$ cat src/rtl/aud_tx_pkg.sv
package aud_tx_pkg;
  localparam int SMP_W   = 32;
  localparam int IDX_W   = $clog2(SMP_W);
  localparam int MAX_BPF = 256;
  localparam int SLOT_W  = $clog2(MAX_BPF);

  typedef enum logic [2:0] {
    FMT_LJ   = 3'd0,
    FMT_RJ   = 3'd1,
    FMT_I2S  = 3'd2,
    FMT_DSPA = 3'd3,
    FMT_DSPB = 3'd4
  } fmt_e;

  function automatic int bits_per_frame(input logic [1:0] rate);
    case (rate)
      2'd0:    return 64;
      2'd1:    return 32;
      2'd2:    return 16;
      default: return MAX_BPF;
    endcase
  endfunction

  function automatic int word_len(input logic [1:0] wl);
    case (wl)
      2'd0:    return 16;
      2'd1:    return 20;
      2'd2:    return 24;
      default: return 32;
    endcase
  endfunction

  function automatic logic cfg_illegal(input logic [2:0] fmt, input logic [1:0] wl,
                                       input logic [1:0] rate);
    int w;
    w = word_len(wl);
    return (fmt > 3'd4) || (fmt == FMT_RJ && w == 32) || (bits_per_frame(rate) < 2 * w);
  endfunction

  function automatic logic frame_level(input logic [2:0] fmt, input logic [1:0] rate,
                                       input logic [SLOT_W-1:0] slot);
    int s, h;
    s = int'(slot);
    h = bits_per_frame(rate) / 2;
    if (fmt == FMT_DSPA || fmt == FMT_DSPB) return (s == 0);
    if (fmt == FMT_I2S) return (s >= h);
    return (s < h);
  endfunction

  function automatic logic slot_data(input logic [2:0] fmt, input logic [1:0] wl,
                                     input logic [1:0] rate, input logic [SLOT_W-1:0] slot,
                                     input logic [SMP_W-1:0] left, input logic [SMP_W-1:0] right,
                                     input logic [SMP_W-1:0] prev_right);
    int bpf, h, w, s, q, p, idx;
    logic dsp, dly, hit, rsel;
    logic [SMP_W-1:0] word;
    bpf  = bits_per_frame(rate);
    h    = bpf / 2;
    w    = word_len(wl);
    s    = int'(slot);
    dsp  = (fmt == FMT_DSPA) || (fmt == FMT_DSPB);
    dly  = (fmt == FMT_I2S) || (fmt == FMT_DSPA);
    q    = (dly && s == 0) ? bpf - 1 : (dly ? s - 1 : s);
    hit  = 1'b0;
    rsel = 1'b0;
    idx  = 0;
    if (dsp) begin
      if (q < w) begin
        hit = 1'b1; idx = w - 1 - q;
      end else if (q < 2 * w) begin
        hit = 1'b1; rsel = 1'b1; idx = 2 * w - 1 - q;
      end
    end else begin
      rsel = (q >= h);
      p    = rsel ? q - h : q;
      if (fmt == FMT_RJ) begin
        hit = (p >= h - w); idx = h - 1 - p;
      end else begin
        hit = (p < w); idx = w - 1 - p;
      end
    end
    // a delayed word spilling into slot 0 belongs to the previous pair
    word = rsel ? ((dly && s == 0) ? prev_right : right) : left;
    return hit ? word[IDX_W'(idx)] : 1'b0;
  endfunction
endpackage

$ cat src/rtl/aud_tx_clkgen.sv
module aud_tx_clkgen
  import aud_tx_pkg::*;
#(
  parameter int BASE_HALF = 2
) (
  input  logic       clk,
  input  logic       rst_n,
  input  logic [1:0] rate,
  output logic       ser_clk,
  output logic       fall_evt,
  output logic       rise_evt
);
  localparam int CW = $clog2(BASE_HALF * 4);

  logic [CW-1:0] cnt;
  logic          sclk_q;
  logic          pass;
  logic [CW-1:0] half_m1;
  logic          flip;

  assign pass    = (rate == 2'd3);
  assign half_m1 = CW'((BASE_HALF << rate) - 1);
  assign flip    = !pass && (cnt == half_m1);

  always_ff @(posedge clk or negedge rst_n) begin
    if (!rst_n) begin
      cnt    <= '0;
      sclk_q <= 1'b0;
    end else if (pass) begin
      cnt    <= '0;
      sclk_q <= 1'b0;
    end else if (flip) begin
      cnt    <= '0;
      sclk_q <= ~sclk_q;
    end else begin
      cnt <= cnt + 1'b1;
    end
  end

  assign fall_evt = pass || (flip && sclk_q);
  assign rise_evt = flip && !sclk_q;
  // pass-through: inverted so that register updates land on falling bit-clock edges
  assign ser_clk  = pass ? ~clk : sclk_q;

  AST_CLK_HALF_PERIOD: assert property (@(posedge clk) disable iff (!rst_n)
    (!pass && $past(!pass) && $changed(sclk_q)) |-> $past(cnt) == half_m1);
endmodule

$ cat src/rtl/aud_tx_framer.sv
module aud_tx_framer
  import aud_tx_pkg::*;
(
  input  logic              clk,
  input  logic              rst_n,
  input  logic [1:0]        rate,
  input  logic              fall_evt,
  output logic [SLOT_W-1:0] slot,
  output logic [SLOT_W-1:0] slot_nxt,
  output logic              load_evt
);
  logic [SLOT_W:0] bpf_lim;
  logic            wrap;

  assign bpf_lim  = (SLOT_W + 1)'(bits_per_frame(rate));
  assign wrap     = ({1'b0, slot} >= bpf_lim - 1'b1);
  assign slot_nxt = wrap ? '0 : slot + 1'b1;
  assign load_evt = fall_evt && wrap;

  always_ff @(posedge clk or negedge rst_n) begin
    if (!rst_n)        slot <= '1;
    else if (fall_evt) slot <= slot_nxt;
  end

  AST_SLOT_BOUND: assert property (@(posedge clk) disable iff (!rst_n)
    fall_evt |=> ({1'b0, slot} < bpf_lim));
endmodule

$ cat src/rtl/aud_tx_serializer.sv
module aud_tx_serializer
  import aud_tx_pkg::*;
(
  input  logic              clk,
  input  logic              rst_n,
  input  logic [2:0]        fmt,
  input  logic [1:0]        wl,
  input  logic [1:0]        rate,
  input  logic              err,
  input  logic              fall_evt,
  input  logic              rise_evt,
  input  logic              load_evt,
  input  logic [SLOT_W-1:0] slot,
  input  logic [SLOT_W-1:0] slot_nxt,
  input  logic              smp_valid,
  input  logic [SMP_W-1:0]  smp_left,
  input  logic [SMP_W-1:0]  smp_right,
  output logic              smp_ready,
  output logic              underrun,
  output logic              ser_dat,
  output logic              frm_clk
);
  logic [SMP_W-1:0] held_l, held_r, prev_r;
  logic [SMP_W-1:0] nxt_l, nxt_r, nxt_prev;
  logic             take, dat_q, frm_q;

  assign smp_ready = load_evt && !err;
  assign take      = smp_ready && smp_valid;
  assign underrun  = smp_ready && !smp_valid;

  always_comb begin
    nxt_l    = take ? smp_left : held_l;
    nxt_r    = take ? smp_right : held_r;
    nxt_prev = load_evt ? held_r : prev_r;
  end

  always_ff @(posedge clk or negedge rst_n) begin
    if (!rst_n) begin
      held_l <= '0;
      held_r <= '0;
      prev_r <= '0;
      dat_q  <= 1'b0;
      frm_q  <= 1'b0;
    end else if (fall_evt) begin
      held_l <= nxt_l;
      held_r <= nxt_r;
      prev_r <= nxt_prev;
      frm_q  <= frame_level(fmt, rate, slot_nxt);
      dat_q  <= err ? 1'b0 : slot_data(fmt, wl, rate, slot_nxt, nxt_l, nxt_r, nxt_prev);
    end
  end

  assign ser_dat = dat_q;
  assign frm_clk = frm_q;

  AST_STABLE_AT_RISE: assert property (@(posedge clk) disable iff (!rst_n)
    rise_evt |=> $stable(dat_q) && $stable(frm_q));
  AST_SYNC_AT_SLOT0: assert property (@(posedge clk) disable iff (!rst_n)
    ((fmt == FMT_DSPA || fmt == FMT_DSPB) && !err && $rose(frm_q)) |-> slot == '0);
  AST_READY_STARTS_FRAME: assert property (@(posedge clk) disable iff (!rst_n)
    smp_ready |=> slot == '0);
  AST_REPEAT_ON_UNDERRUN: assert property (@(posedge clk) disable iff (!rst_n)
    underrun |=> $stable(held_l) && $stable(held_r));
  AST_ERR_SILENT: assert property (@(posedge clk) disable iff (!rst_n)
    err |-> !dat_q);
endmodule

$ cat src/rtl/aud_ser_tx.sv
module aud_ser_tx
  import aud_tx_pkg::*;
#(
  parameter int BASE_HALF = 2
) (
  input  logic             clk,
  input  logic             rst_n,
  input  logic [2:0]       cfg_fmt,
  input  logic [1:0]       cfg_wlen,
  input  logic [1:0]       cfg_rate,
  input  logic             smp_valid,
  input  logic [SMP_W-1:0] smp_left,
  input  logic [SMP_W-1:0] smp_right,
  output logic             smp_ready,
  output logic             ser_clk,
  output logic             frm_clk,
  output logic             ser_dat,
  output logic             cfg_err,
  output logic             underrun
);
  logic              fall_evt, rise_evt, load_evt;
  logic [SLOT_W-1:0] slot, slot_nxt;

  assign cfg_err = cfg_illegal(cfg_fmt, cfg_wlen, cfg_rate);

  aud_tx_clkgen #(.BASE_HALF(BASE_HALF)) clkgen_i (
    .clk(clk), .rst_n(rst_n), .rate(cfg_rate),
    .ser_clk(ser_clk), .fall_evt(fall_evt), .rise_evt(rise_evt)
  );

  aud_tx_framer framer_i (
    .clk(clk), .rst_n(rst_n), .rate(cfg_rate), .fall_evt(fall_evt),
    .slot(slot), .slot_nxt(slot_nxt), .load_evt(load_evt)
  );

  aud_tx_serializer ser_i (
    .clk(clk), .rst_n(rst_n), .fmt(cfg_fmt), .wl(cfg_wlen), .rate(cfg_rate),
    .err(cfg_err), .fall_evt(fall_evt), .rise_evt(rise_evt), .load_evt(load_evt),
    .slot(slot), .slot_nxt(slot_nxt), .smp_valid(smp_valid), .smp_left(smp_left),
    .smp_right(smp_right), .smp_ready(smp_ready), .underrun(underrun),
    .ser_dat(ser_dat), .frm_clk(frm_clk)
  );
endmodule

$ cat config.mk
export PLATFORM = sky130hd
export DESIGN_NAME = aud_ser_tx
export DESIGN_NICKNAME = d
export VERILOG_FILES = /design/src/rtl/aud_tx_pkg.sv /design/src/rtl/aud_tx_clkgen.sv /design/src/rtl/aud_tx_framer.sv /design/src/rtl/aud_tx_serializer.sv /design/src/rtl/aud_ser_tx.sv
export SDC_FILE = /design/constraint.sdc
export NUM_CORES = 1
export LEC_CHECK = 0
export ABC_AREA = 1
export BUFFER_PORTS_ARGS = -buffer_cell sky130_fd_sc_hd__buf_2
export CORE_UTILIZATION = 55
export CTS_BUF_LIST = sky130_fd_sc_hd__clkbuf_4 sky130_fd_sc_hd__clkbuf_8 sky130_fd_sc_hd__clkbuf_16
export CTS_CLUSTER_DIAMETER = 30
export DETAILED_ROUTE_END_ITERATION = 10
export PLACE_DENSITY = 0.77
export REMOVE_ABC_BUFFERS = 1
export SLEW_MARGIN = 20
export SYNTH_ARGS = -nofsm -noshare
export SYNTH_HDL_FRONTEND = slang
export SYNTH_HIERARCHICAL = 1
export SYNTH_SLANG_ARGS = --single-unit
$ cat constraint.sdc
create_clock -name clk -period 5.42 [get_ports clk]
set_input_delay 0.271 -clock clk [delete_from_list [all_inputs] [get_ports clk]]
set_output_delay 0.271 -clock clk [all_outputs]
set_load 0.01 [all_outputs]
==> qor.txt, run 1 <==
Pwr dens: 480.9 mW/mm^2
Initial antenna violation count: 0
Largest net degree at the start of global routing: 128
Nets: 1644
Layout cell share with drive strength beyond 1: 0.2152
WS Path Type: flop to flop
Worst path max stage delay: 0.60 ns
Area added between synthesis and finish: 21.69%
Met1 wire length: 11.84 mm
Core ar.: 0.01600 sq mm
Sequential cell area: 0.002763 sq mm
Maximum vdd drop: 287.7 uV
Delay-heaviest family, CP: simple AND/OR/NAND/NOR gates
Pleak: 0.005738 uW
Vias in the first global route: 8402
# IOs: 80
Syn Std Cell Area: 0.009101 sq mm
WP depth: 43
Worst-Skew Late Latency: 0.47 ns
CP endpoint kind: flop
Placer Congestion: 0.9563
Overflow after GRT: 0
Fill count: 1425
CP dominant cell by count: nand2_2
Starting DRC count in detailed routing: 906
Final period util: 0.9841
Status: finished clean
# DRC: 0
Post-DP Area: 0.01006 sq mm
Slowest-stage cell, CP: dfstp_2
Worst-Margin Slew: 1.085 ns
Clk slew on worst S/H paths: 0.08 ns
Hpwl dp: 16.99 mm
CP startpoint kind: flop
Final min period: 5.334 ns
Final worst slack: 0.08626 ns
Final WL: 25.60 mm
Initial core utilization: 0.5688
Top Metal Used: met4
Max Cap Violations: 0
Post-Synthesis Cells: 1369
Die Area: 0.01707 sq mm
Crit path max fanout: 7
Total via count in the routed design: 9421
TritonCTS clock tree: built
Routed vias/inst: 5.503
Synthesis Warnings: 6
Final setup vio count: 0
First-pass DRT Iterations: 5
Max Fclk: 187.5 MHz
Rel. slew slack: 0.2766
Design area: 0.01108 sq mm
Total global-route track usage: 0.2974
DIE HEIGHT: 130.6 um
WP data arrival: 5.69 ns
First-pass GRT wire length: 39.74 mm
R2R depth: 43
Non-Filler Instances: 1712
Diode count: 0
CP bufs+invs: 4
WL/cell: 14.96 um
Placed instance count: 1673
Hold-critical path depth: 3
Final Util: 0.6922
Pre-CTS setup slack: -0.3470 ns
Worst EP required: 5.78 ns
Final count of pins violating max slew: 0
Hold Crit Class: primary input to flop
Chip width: 130.6 um
Hold Fails Final Rpt: 0
Met2 Routed Length: 11.66 mm
Cell row count: 46
Syn Area/Cell: 6.648 sq um
Area of the multi-input gates: 0.005886 sq mm
Met3 WL: 1.467 mm
Detail Route Antenna Nets: 0
Port Buf Inserts: 79
Max Clock Skew: 0.01024 ns
## state kept, by name (all words and copies together), names as in the netlist
register         flops
clkgen_i/cnt         3
clkgen_i/sclk_q      1
framer_i/slot        8
ser_i/frm_clk        1
ser_i/held_l        32
ser_i/held_r        32
ser_i/prev_r        32
ser_i/ser_dat        1
## area by class of cell
cell class | instances | area share
well taps | 216 | 0.02440
repair buffers | 167 | 0.1004
inverters | 174 | 0.05908
multi-input cells | 1025 | 0.5314
flip-flops and latches | 110 | 0.2494
clock inverters | 6 | 0.007004
clock buffers | 14 | 0.02824
## power by group
part	internal (uW)	total, uW	switching (uW)
Combinational	1360	3370	2010
Sequential	1030	1130	105
Clock	470	821	351
## metrics by stage
step / total power, uW / TNS, ns / hold WS (ns)
final: 5326 / 0 / 0.1490
after global routing: 5766 / -0.1748 / 0.1818
after CTS: 4836 / 0 / 0.1394
after detailed placement: 3991 / -0.3470 / 0.4323
after global placement: 3926 / -0.1443 / 0.4323
after floorplan: 3017 / -160.82 / -0.02459
## worst min-delay path: cells and delay by family
family                 cells  cell delay (ns)
AO/OA/AOI/OAI              2             0.24
buffers and inverters      1             0.07
## placed cells by master, fill, tap and decap left out, types with 3 or more instances in the layout
cell type	instances
o21ai_1	4
a21oi_1	55
nand2_2	24
nor3_2	3
clkbuf_16	13
xnor2_1	5
o21ai_2	7
o21ai_0	166
nand2_4	9
nor3_1	5
nand3_2	4
nand3b_1	4
nand2_1	380
xor2_1	9
nand4_1	13
inv_2	21
buf_2	78
a21oi_4	4
dfstp_2	8
a21oi_2	8
o211ai_1	5
nand3_1	103
nor2_2	7
dfrtp_1	102
ha_1	63
nor2_4	9
ha_4	13
buf_4	82
nor2_1	92
inv_1	151
buf_6	5
## per-layer routing
metal,vias to the layer above,track usage
met5,-,0
met4,0,0.1028
met3,51,0.04357
met2,324,0.4693
met1,4383,0.4172
li1,4663,-
## repair_timing
item | 4_1_cts | 5_1_grt
buffers inserted | 0 | 18
hold endpoints to repair | 66 | 0
hold buffers | 1 | 0
setup endpoints to repair | 1 | 1
resized for setup | 3 | 107
pin swaps | 0 | 52
cloned | 0 | 1
## path summary, 6_finish.rpt
| kind | from | end | slack, ns |
|---|---|---|---|
| setup / recovery | framer_i/slot[0] | ser_i/ser_dat | 0.09 |
| setup reg to reg | framer_i/slot[0] | ser_i/ser_dat | 0.09 |
| hold / removal | smp_right[21] | ser_i/held_r[21] | 0.15 |
| max in group asynchronous | rst_n | ser_i/ser_dat | 3.88 |
| min in group asynchronous | rst_n | ser_i/prev_r[30] | 0.44 |
| hold reg to reg | clkgen_i/cnt[0] | clkgen_i/cnt[0] | 0.48 |
Power figures use the tool's default switching activity.
==> run 2, diff against run 1 <==
BUFFER_PORTS_ARGS = -buffer_cell sky130_fd_sc_hd__clkbuf_2   (was -buffer_cell sky130_fd_sc_hd__buf_2)
CORE_ASPECT_RATIO = 1.1   (was unset)
==> run 2 against run 1 <==
Non-clock buffer count down 7. First-iteration DRC count down 13%. Clock skew increased by 0.0028 ns. Critical endpoint unchanged. Sequential share of layout area grew 0.58 points. Count of clock-buffer cells in the layout grew 1. Sequential cell count did not move. Wire length is 4.1% lower. Critical path type unchanged. Worst hold slack lost 0.0035 ns. Combinational power shrank 5%. Critical path depth is 3 lower. Register-to-register slack lost 0.06 ns. Global-route usage fell by 1.3 points.
==> qor.txt, run 2 (synthesis gave the netlist of run 1 again) <==
DIE HEIGHT: 136.9 um (+4.8%)
Final period util: 0.9944 (+0.01031)
CP dominant cell by count: nand2_2
Vias in the first global route: 8522 (+1.4%)
Fin Hold WS: 0.1456 ns (-0.003498 ns)
Commonest non-fill, non-tap cell in the layout: nand2_1
Worst-Skew Late Latency: 0.48 ns (about the same)
Cell row count: 48 (+4.3%)
WS Path Type: flop to flop
Worst path max stage delay: 0.60 ns (about the same)
Overflow after GRT: 0 (unchanged)
Worst-Margin Slew: 0.8794 ns (-0.2057 ns)
Total via count in the routed design: 9334 (-0.92%)
Rel. slew slack: 0.4137 (+0.1371)
Placed instance count: 1658 (-0.90%)
Placer Congestion: 0.9455 (-1.1%)
Chip width: 124.7 um (-4.6%)
Biggest regs: ser_i/held_l x32, ser_i/held_r x32, ser_i/prev_r x32
TritonCTS clock tree: built
WL/cell: 14.53 um (-2.8%)
Met1 wire length: 10.54 mm (-11%)
Leading cell types in the layout, fill and taps excluded: nand2_1, o21ai_0, inv_1
Max Cap Violations: 0 (unchanged)
Initial antenna violation count: 0 (unchanged)
Delay-heaviest family, CP: simple AND/OR/NAND/NOR gates
Area added between synthesis and finish: 18.94%
Maximum vdd drop: 282.9 uV (-1.7%)
Initial core utilization: 0.5719 (+0.003041)
Max Fclk: 185.5 MHz (-1.0%)
Final min period: 5.390 ns (+0.05587 ns)
Pleak: 0.005706 uW (-0.55%)
Max Clock Skew: 0.01301 ns (+0.002764 ns)
Diode count: 0 (unchanged)
WP data arrival: 5.79 ns (+0.10 ns)
Final count of pins violating max slew: 0 (unchanged)
Slowest-stage cell, CP: dfstp_2
Routed vias/inst: 5.526 (+0.43%)
Port Buf Inserts: 79 (unchanged)
Clk slew on worst S/H paths: 0.08 ns (about the same)
Hpwl dp: 16.77 mm (-1.3%)
First-pass DRT Iterations: 5 (unchanged)
Final setup vio count: 0 (unchanged)
Unrepaired setup endpoints after global routing: yes
Worst EP required: 5.83 ns (+0.05 ns)
CP endpoint kind: flop
Die Area: 0.01707 sq mm (about the same)
# IOs: 80 (unchanged)
Final Util: 0.6802 (-0.01202)
Non-Filler Instances: 1689 (-1.3%)
CP startpoint kind: flop
Detail Route Antenna Nets: 0 (unchanged)
Hold Crit Class: primary input to flop
Core ar.: 0.01592 sq mm (-0.53%)
Status: finished clean
Largest net degree at the start of global routing: 87 (-32%)
Fill count: 1347 (-5.5%)
Layout cell share with drive strength beyond 1: 0.1941 (-0.02115)
CP bufs+invs: 5 (+1)
Starting DRC count in detailed routing: 785 (-13%)
Met2 Routed Length: 12.02 mm (+3.1%)
Pwr dens: 476.5 mW/mm^2 (-0.91%)
Met3 WL: 1.467 mm (unchanged)
Total global-route track usage: 0.2842 (-0.01323)
Crit path max fanout: 7 (unchanged)
# DRC: 0 (unchanged)
First-pass GRT wire length: 39.37 mm (-0.92%)
Top Metal Used: met4
Nets: 1637 (-0.43%)
Hold Fails Final Rpt: 0 (unchanged)
Final WL: 24.55 mm (-4.1%)
run 2: cell count changes in the layout (fill, tap and decap cells not counted), sizes merged:
cell	before	now
clkinvlp	1	0
buf	166	82
clkinv	3	5
clkbuf	14	92
inv	175	173
run 2: area by class of cell:
class / count / area, sq um / share of cell area
clock buffer: 15 / 326.6 / 0.03017
clock inverter: 5 / 67.56 / 0.006241
inverter: 174 / 654.4 / 0.06045
multi-input combinational: 1025 / 5731 / 0.5294
sequential: 110 / 2763 / 0.2552
tap: 200 / 250.2 / 0.02312
timing repair buffer: 160 / 1033 / 0.09547
run 2: worst min-delay path: cells and delay by family:
kind	cells	cell delay, ns
compound gates	2	0.24
buf+inv	1	0.07
run 2: timing repair:
item	4_1_cts	5_1_grt
endpoints found under the hold margin	53	0
pin swaps	0	37
cloned	0	0
setup buffers	1	10
hold buffers	1	0
resized for setup	4	74
setup endpoints to repair	1	1
run 2: path summary, 6_finish.rpt:
check                                        end              from  slack [ns]  depth (start not counted)
worst min register to register   ser_i/prev_r[5]   ser_i/prev_r[5]        0.49                          2
min in group asynchronous       ser_i/held_r[10]             rst_n        0.38                          2
max in group asynchronous       ser_i/held_r[25]             rst_n        3.83                          3
worst max register to register     ser_i/ser_dat  framer_i/slot[1]        0.03                         40
worst min-delay path            ser_i/held_r[12]     smp_right[12]        0.15                          3
worst max-delay path               ser_i/ser_dat  framer_i/slot[1]        0.03                         40
run 2: where the power goes:
part	switching (uW)	total (uW)	leakage, uW	internal (uW)
Clock	350	830	0.000198	480
Combinational	1910	3200	0.00404	1280
Sequential	102	1130	0.00147	1030
Total	2360	5160	0.00571	2790
run 2: layer usage:
| metal | track usage | vias up |
|---|---|---|
| met1 | 0.3690 | 4305 |
| met3 | 0.05160 | 44 |
| met5 | 0 | - |
| met4 | 0.09906 | 0 |
| met2 | 0.4773 | 332 |
| li1 | - | 4653 |
run 2: metrics by stage:
step	instance area [sq um]	setup WS, ns	total power, uW	TNS (ns)
2_1_floorplan	8831	-2.959	3017	-160.82
6_report	10830	0.03039	5158	0
4_1_cts	10460	0.003654	4836	0
3_5_place_dp	10030	-0.3561	3978	-0.3561
5_1_grt	10830	-0.2757	5575	-0.2757
3_3_place_gp	10030	-0.05652	3906	-0.05652
